`src/rtl/dcm_pkg.sv`:
```
package dcm_pkg;
  localparam int TIMER_W = 16;
  localparam int EXT_W   = 8;
  localparam int HIGH_W  = 12;
  localparam int PER_W   = TIMER_W + EXT_W;

  typedef logic [TIMER_W-1:0] timer_t;
  typedef logic [EXT_W-1:0]   ext_t;
  typedef logic [HIGH_W-1:0]  high_t;
  typedef logic [PER_W-1:0]   per_t;

  localparam high_t HIGH_MAX = '1;

  // Ticks between two stamps: each extension step is worth div ticks.
  function automatic per_t period_ticks(ext_t ext_now, timer_t t_now,
                                        ext_t ext_ref, timer_t t_ref,
                                        timer_t div);
    ext_t dext;
    per_t span;
    dext = ext_now - ext_ref;
    span = (div == '0) ? per_t'(1 << TIMER_W) : per_t'(div);
    return per_t'(dext) * span + per_t'(t_now) - per_t'(t_ref);
  endfunction

  function automatic timer_t reload_of(timer_t div);
    return timer_t'(0) - div;
  endfunction
endpackage

```
`src/rtl/dcm_prescaler.sv`:
```
module dcm_prescaler #(
  parameter int PRESCALE = 12
) (
  input  logic clk,
  input  logic rst_n,
  output logic tick
);
  generate
    if (PRESCALE <= 1) begin : g_pass
      assign tick = 1'b1;
    end else begin : g_div
      localparam int CW = $clog2(PRESCALE);
      logic [CW-1:0] cnt;
      assign tick = (cnt == CW'(PRESCALE - 1));
      always_ff @(posedge clk or negedge rst_n) begin
        if (!rst_n)    cnt <= '0;
        else if (tick) cnt <= '0;
        else           cnt <= cnt + 1'b1;
      end
      // ticks never arrive on adjacent clocks
      a_r1_tick_gap: assert property (@(posedge clk) disable iff (!rst_n)
        tick |=> !tick);
    end
  endgenerate
endmodule

```
`src/rtl/dcm_timebase.sv`:
```
module dcm_timebase
  import dcm_pkg::*;
(
  input  logic   clk,
  input  logic   rst_n,
  input  logic   tick,
  input  timer_t reload_div,
  output timer_t timer,
  output ext_t   ext,
  output logic   ovf_evt,
  output logic   baud_tick
);
  timer_t reload_val;
  assign reload_val = reload_of(reload_div);
  assign ovf_evt    = tick && (timer == '1);

  always_ff @(posedge clk or negedge rst_n) begin
    if (!rst_n) begin
      timer     <= '1;
      ext       <= '0;
      baud_tick <= 1'b0;
    end else begin
      baud_tick <= ovf_evt;
      if (ovf_evt) begin
        timer <= reload_val;
        ext   <= ext + 1'b1;
      end else if (tick) begin
        timer <= timer + 1'b1;
      end
    end
  end

  // an overflow loads the programmed reload value
  a_r4_reload: assert property (@(posedge clk) disable iff (!rst_n)
    ovf_evt |=> (timer == $past(reload_val)));
  // baud pulse lasts one clock
  a_r4_baud_single: assert property (@(posedge clk) disable iff (!rst_n)
    baud_tick |=> !baud_tick);
  // time base frozen between ticks
  a_r1_timer_hold: assert property (@(posedge clk) disable iff (!rst_n)
    !tick |=> $stable(timer));
endmodule

```
`src/rtl/dcm_high_ctr.sv`:
```
module dcm_high_ctr
  import dcm_pkg::*;
(
  input  logic  clk,
  input  logic  rst_n,
  input  logic  tick,
  input  logic  sens_in,
  input  logic  run_en,
  output logic  fall_evt,
  output high_t hi_cnt,
  output logic  sat
);
  logic [1:0] sync_q;
  logic       level_d;
  logic       level;
  logic       gate_open;

  assign level     = sync_q[1];
  assign fall_evt  = tick && level_d && !level;
  assign gate_open = level && run_en;

  always_ff @(posedge clk or negedge rst_n) begin
    if (!rst_n) begin
      sync_q  <= '0;
      level_d <= 1'b0;
    end else if (tick) begin
      sync_q  <= {sync_q[0], sens_in};
      level_d <= level;
    end
  end

  always_ff @(posedge clk or negedge rst_n) begin
    if (!rst_n) begin
      hi_cnt <= '0;
      sat    <= 1'b0;
    end else if (fall_evt) begin
      hi_cnt <= '0;
      sat    <= 1'b0;
    end else if (tick && gate_open) begin
      if (hi_cnt == HIGH_MAX) sat    <= 1'b1;
      else                    hi_cnt <= hi_cnt + 1'b1;
    end
  end

  // closed gate leaves the count untouched
  a_r2_gate: assert property (@(posedge clk) disable iff (!rst_n)
    (!fall_evt && !(tick && gate_open)) |=> $stable(hi_cnt));
  // count restarts from zero after a capture
  a_r6_clear: assert property (@(posedge clk) disable iff (!rst_n)
    fall_evt |=> (hi_cnt == '0 && !sat));
  // saturation flag persists until consumed
  a_r7_sat_hold: assert property (@(posedge clk) disable iff (!rst_n)
    (sat && !fall_evt) |=> (sat && hi_cnt == HIGH_MAX));
endmodule

```
`src/rtl/duty_meter.sv`:
```
module duty_meter
  import dcm_pkg::*;
#(
  parameter int PRESCALE = 12
) (
  input  logic                 clk,
  input  logic                 rst_n,
  input  logic                 sens_in,
  input  logic                 run_en,
  input  logic [TIMER_W-1:0]   reload_div,
  output logic                 res_valid,
  output logic [HIGH_W-1:0]    hi_time,
  output logic [PER_W-1:0]     period,
  output logic                 ovf_err,
  output logic                 baud_tick
);
  logic   tick;
  timer_t timer;
  ext_t   ext;
  logic   ovf_evt;
  logic   fall_evt;
  high_t  hi_cnt;
  logic   sat;

  timer_t ref_timer;
  ext_t   ref_ext;
  logic   have_ref;

  dcm_prescaler #(.PRESCALE(PRESCALE)) u_pre (
    .clk(clk), .rst_n(rst_n), .tick(tick)
  );

  dcm_timebase u_tb (
    .clk(clk), .rst_n(rst_n), .tick(tick), .reload_div(reload_div),
    .timer(timer), .ext(ext), .ovf_evt(ovf_evt), .baud_tick(baud_tick)
  );

  dcm_high_ctr u_hi (
    .clk(clk), .rst_n(rst_n), .tick(tick), .sens_in(sens_in),
    .run_en(run_en), .fall_evt(fall_evt), .hi_cnt(hi_cnt), .sat(sat)
  );

  always_ff @(posedge clk or negedge rst_n) begin
    if (!rst_n) begin
      res_valid <= 1'b0;
      hi_time   <= '0;
      period    <= '0;
      ovf_err   <= 1'b0;
      ref_timer <= '0;
      ref_ext   <= '0;
      have_ref  <= 1'b0;
    end else begin
      res_valid <= 1'b0;
      if (fall_evt) begin
        ref_timer <= timer;
        ref_ext   <= ext;
        have_ref  <= 1'b1;
        if (have_ref) begin
          res_valid <= 1'b1;
          hi_time   <= hi_cnt;
          ovf_err   <= sat;
          period    <= period_ticks(ext, timer, ref_ext, ref_timer, reload_div);
        end
      end
    end
  end

  // result strobe is a single clock wide
  a_r3_valid_pulse: assert property (@(posedge clk) disable iff (!rst_n)
    res_valid |=> !res_valid);
  // no result without a prior reference edge
  a_r3_needs_ref: assert property (@(posedge clk) disable iff (!rst_n)
    $rose(res_valid) |-> $past(have_ref));
  // the baud pulse follows each overflow
  a_r4_baud_follow: assert property (@(posedge clk) disable iff (!rst_n)
    ovf_evt |=> baud_tick);
endmodule

```
`config.mk`:
```
export PLATFORM = sky130hd
export DESIGN_NAME = duty_meter
export DESIGN_NICKNAME = d
export VERILOG_FILES = /design/src/rtl/dcm_pkg.sv /design/src/rtl/dcm_prescaler.sv /design/src/rtl/dcm_timebase.sv /design/src/rtl/dcm_high_ctr.sv /design/src/rtl/duty_meter.sv
export SDC_FILE = /design/constraint.sdc
export NUM_CORES = 1
export LEC_CHECK = 0
export ABC_AREA = 1
export CAP_MARGIN = 30
export CELL_PAD_IN_SITES_DETAIL_PLACEMENT = 0
export CELL_PAD_IN_SITES_GLOBAL_PLACEMENT = 1
export CORE_ASPECT_RATIO = 0.7
export CORE_UTILIZATION = 30
export CTS_CLUSTER_DIAMETER = 30
export DETAILED_ROUTE_END_ITERATION = 8
export PLACE_DENSITY_LB_ADDON = 0.1
export SYNTH_ARGS = -nofsm -noshare
export SYNTH_HDL_FRONTEND = slang
export SYNTH_SLANG_ARGS = --single-unit
export TNS_END_PERCENT = 20
```
`constraint.sdc`:
```
create_clock -name clk -period 5.76 [get_ports clk]
set_input_delay 0.576 -clock clk [delete_from_list [all_inputs] [get_ports clk]]
set_output_delay 0.576 -clock clk [all_outputs]
set_load 0.02 [all_outputs]
```
==> impl_metrics.env <==
export IMPL_finalMaxSlewViolations=0
export IMPL_met1_usage_pct=32.8
export IMPL_endpoint="period[15]$_DFFE_PN0P_"
export IMPL_syn_num_nets=1603
export IMPL_io_pins=59
export IMPL_r2r_start="u_tb.ext[1]$_DFFE_PN0P_"
export IMPL_initial_core_util_pct=30.4
export IMPL_clock_skew_ns=0.0145
export IMPL_crit_path_top_delay_cell="fa_1"
export IMPL_grt_max_degree=60
export IMPL_synthTopCellsByArea="fa_1, dfrtp_1, nand2_1"
export IMPL_path_clk_slew_ns=0.09
export IMPL_worstMarginPinSlew_ns=0.905
export IMPL_ys_types=40
export IMPL_arrival_ns=6.19
export IMPL_p_int_uw=2000
export IMPL_clockPowerShare_pct=20.2
export IMPL_cts_htree_levels=3
export IMPL_required_ns=6.01
export IMPL_netSwitchingFraction_pct=41.6
export IMPL_total_leakage_power_uw=0.00720
export IMPL_power_density_mw_per_mm2=232
export IMPL_min_period_over_period_pct=103
export IMPL_p_sw_uw=1430
export IMPL_antenna_found_initial=1
export IMPL_nets=1861
export IMPL_cp_num_cells=26
export IMPL_worstSetupPathType="reg2reg"
export IMPL_area_growth_pct=34.7
export IMPL_routed_via_count=9662
export IMPL_firstDrtPassIters=5
export IMPL_drive_above_1_share_pct=25.4
export IMPL_die_w_um=230
export IMPL_yosysTopAreaCell="fa_1"
export IMPL_cts_root_buffer="clkbuf_16"
export IMPL_vias_per_cell=4.53
export IMPL_rows=58
export IMPL_placed_cell_area_sq_mm=0.0133
export IMPL_hold_class="in2async"
export IMPL_max_stage_delay_ns=0.56
export IMPL_yosysSeqAreaShare_pct=24.9
export IMPL_synth_area_sq_mm=0.0109
export IMPL_final_setup_viol_count=16
export IMPL_port_buffers=58
export IMPL_wirelength_um=35700
export IMPL_ys_warn_count=0
export IMPL_failed_checks="negative setup slack"
export IMPL_fin_crit_ns=5.94
export IMPL_cp_start_kind="flop"
export IMPL_status="complete, but fails checks"
export IMPL_place_gp_congestion=0.834
export IMPL_relSlewSlack_pct=39.6
export IMPL_r2r_cells=26
export IMPL_grt_use_met2_pct=28.4
export IMPL_grt_busiest_layer="met1"
export IMPL_clk_latency_ns=0.39
export IMPL_final_cell_area_sq_mm=0.0147
export IMPL_cts_tree="done"
export IMPL_synth_area_per_cell_sq_um=7.87
export IMPL_syn_inst=1390
export IMPL_drt_iter0_markers=699
export IMPL_cp_top_family="adder cells"
export IMPL_antenna_left=0
export IMPL_cts_sinks=108
export IMPL_drv_cap=0
export IMPL_r2r_end="period[15]$_DFFE_PN0P_"
export IMPL_cp_max_fo=5
export IMPL_layout_setup_ws_ns=-0.182
export IMPL_final_util_pct=41.0
export IMPL_grt_usage_pct=20.7
export IMPL_wl_per_cell_um=16.7
export IMPL_numCtsBuffers=9
export IMPL_vdd_drop_max_mv=0.164
export IMPL_fmax_ghz=0.168
export IMPL_critical_path_endpoint_type="flop"
export IMPL_comb_power_share_pct=55.1
export IMPL_coreArea_sq_mm=0.0359
export IMPL_power_frac_seq_pct=24.7
export IMPL_crit_start="u_tb.ext[1]$_DFFE_PN0P_"
export IMPL_hold_viol=0
export IMPL_drc=0
export IMPL_cp_num_buf_inv=8
export IMPL_synth_top_cell_area_share_pct=22.0
export IMPL_grt_overflow=0
export IMPL_rsz0062_at_grt="yes"
export IMPL_ys_seq_elements=108
export IMPL_grt_pass1_wl_um=58300
export IMPL_holdBufCountCts=0
export IMPL_dpl_hpwl_um=28800
export IMPL_die_h_um=162
export IMPL_hold_slack_ns=0.219
export IMPL_reg2reg_setup_slack_ns=-0.18
export IMPL_first_global_vias=10000
export IMPL_design_die_area_sq_mm=0.0372
export IMPL_clockBufferDepth=2
export IMPL_met3_usage_pct=3.74
-- worst reg2reg max path, cell delays in order (launching register included) --
cell,delay [ns]
dfrtp_1,0.39
buf_4,0.15
ha_1,0.29
nand3_1,0.11
nand2_2,0.09
a31oi_2,0.19
xnor2_1,0.17
bufbuf_16,0.31
buf_4,0.13
nand2_1,0.07
fa_1,0.54
inv_1,0.04
ha_1,0.29
fa_1,0.52
fa_1,0.56
inv_1,0.06
fa_1,0.51
inv_1,0.07
ha_4,0.27
buf_4,0.15
nand2_2,0.12
inv_1,0.05
nand2_1,0.06
nand2_1,0.15
a21oi_2,0.22
xor2_1,0.21
o21ai_1,0.08
-- cells in the final DEF (no fill, tap or decap), types with 4 or more instances in the layout --
cell type | netlist | final
dfstp_2 | 16 | 16
nor3_1 | 11 | 6
clkbuf_16 | 0 | 9
nor3_2 | 3 | 7
or2_2 | 5 | 4
nor2_4 | 5 | 17
nand4_1 | 20 | 20
o21ai_2 | 4 | 4
nand2_2 | 6 | 26
xnor2_1 | 12 | 11
nor2_2 | 8 | 17
clkdlybuf4s50_1 | 0 | 57
ha_1 | 73 | 54
a21oi_4 | 0 | 5
nand3_1 | 72 | 63
buf_4 | 0 | 206
nand2_4 | 0 | 7
nor2_1 | 122 | 101
fa_2 | 0 | 5
nand3_2 | 4 | 11
buf_12 | 0 | 4
dfrtp_1 | 92 | 92
inv_1 | 259 | 242
ha_4 | 0 | 17
o21ai_0 | 76 | 69
xor2_1 | 32 | 31
a21oi_2 | 0 | 7
a21oi_1 | 32 | 20
inv_2 | 4 | 19
o21ai_1 | 11 | 17
nand2_1 | 348 | 321
fa_1 | 120 | 115
buf_6 | 3 | 13
-- how the worst min path moves through the flow --
stage                                    to  slack, ns  cells past startpoint
4_1_cts             u_tb.ext[4]$_DFFE_PN0P_       0.25                      1
6_report            u_tb.ext[4]$_DFFE_PN0P_       0.22                      1
5_1_grt             u_tb.ext[4]$_DFFE_PN0P_       0.28                      1
3_5_place_dp   u_pre.g_div.cnt[0]$_DFF_PN0_       0.46                      1
2_1_floorplan          have_ref$_DFFE_PN0P_       0.28                      0
3_3_place_gp     u_tb.timer[14]$_DFFE_PN1P_       0.46                      2
-- synth_stat cells, drive strengths merged --
master  number
a21o         1
a21oi       32
a31oi        2
and2         1
buf         16
clkbuf      18
clkinv       2
dfrtp       92
dfstp       16
fa         120
ha          73
inv        263
nand2      354
nand3       76
nand3b       3
nand4       21
nor2       135
nor3        14
nor4         3
o211ai       2
o21a         2
o21ai       91
o21bai       1
o22ai        2
or2          5
xnor2       12
xor2        33
-- power by group through the flow --
stage          Sequential, uW  Combinational [uW]  Clock [uW]
2_1_floorplan             858                 760           0
3_3_place_gp              860                1510           0
3_5_place_dp              859                1500           0
4_1_cts                   846                1810         720
5_1_grt                   852                2080         738
6_report                  845                1890         690
-- registers in the layout, summed over array words and instances, names as in the netlist --
| signal | cells |
|---|---|
| have_ref | 1 |
| hi_time | 12 |
| ovf_err | 1 |
| period | 24 |
| ref_ext | 8 |
| ref_timer | 16 |
| res_valid | 1 |
| u_hi.hi_cnt | 12 |
| u_hi.level_d | 1 |
| u_hi.sat | 1 |
| u_hi.sync_q | 2 |
| u_pre.g_div.cnt | 4 |
| u_tb.baud_tick | 1 |
| u_tb.ext | 8 |
| u_tb.timer | 16 |
-- kinds of logic after synthesis --
group | synth area share [%]
flops | 24.9
xor+xnor | 3.78
simple gates | 24.0
compound gates | 6.42
fa+ha+maj | 30.3
buf+inv | 10.6
-- cell type report --
type / instances / area, sq um
Sequential cell: 108 / 2720
Inverter: 265 / 1000
Tap cell: 480 / 601
Clock buffer: 9 / 225
Fill cell: 3733 / 21200
Multi-Input combinational cell: 983 / 7710
Clock inverter: 7 / 86.3
Antenna cell: 1 / 2.50
Timing Repair Buffer: 281 / 2380
-- metrics by stage --
stage	worst slack [ns]	setup TNS, ns	total power [uW]	std cells
after CTS	-0.185	-1.69	3380	2135
after global placement	-0.715	-11.31	2370	2065
after global routing	-0.517	-7.55	3670	2133
after detailed placement	-0.754	-11.83	2360	2065
after floorplan	-0.00998	-0.0215	1620	1390
final	-0.182	-2.01	3420	2134
-- routing by layer --
metal | vias to the layer above | wire, um
met2 | 168 | 14100
met3 | 37 | 1790
met1 | 4679 | 19300
met5 | - | 0
li1 | 4778 | -
met4 | 0 | 478
-- timing repair --
item / 4_1_cts / 5_1_grt
pin swaps: 67 / 18
gates resized for setup: 134 / 43
buffers inserted: 55 / 4
setup endpoints to repair: 19 / 22
cloned: 0 / 0
Note: power is estimated with default switching activity, not from simulation.
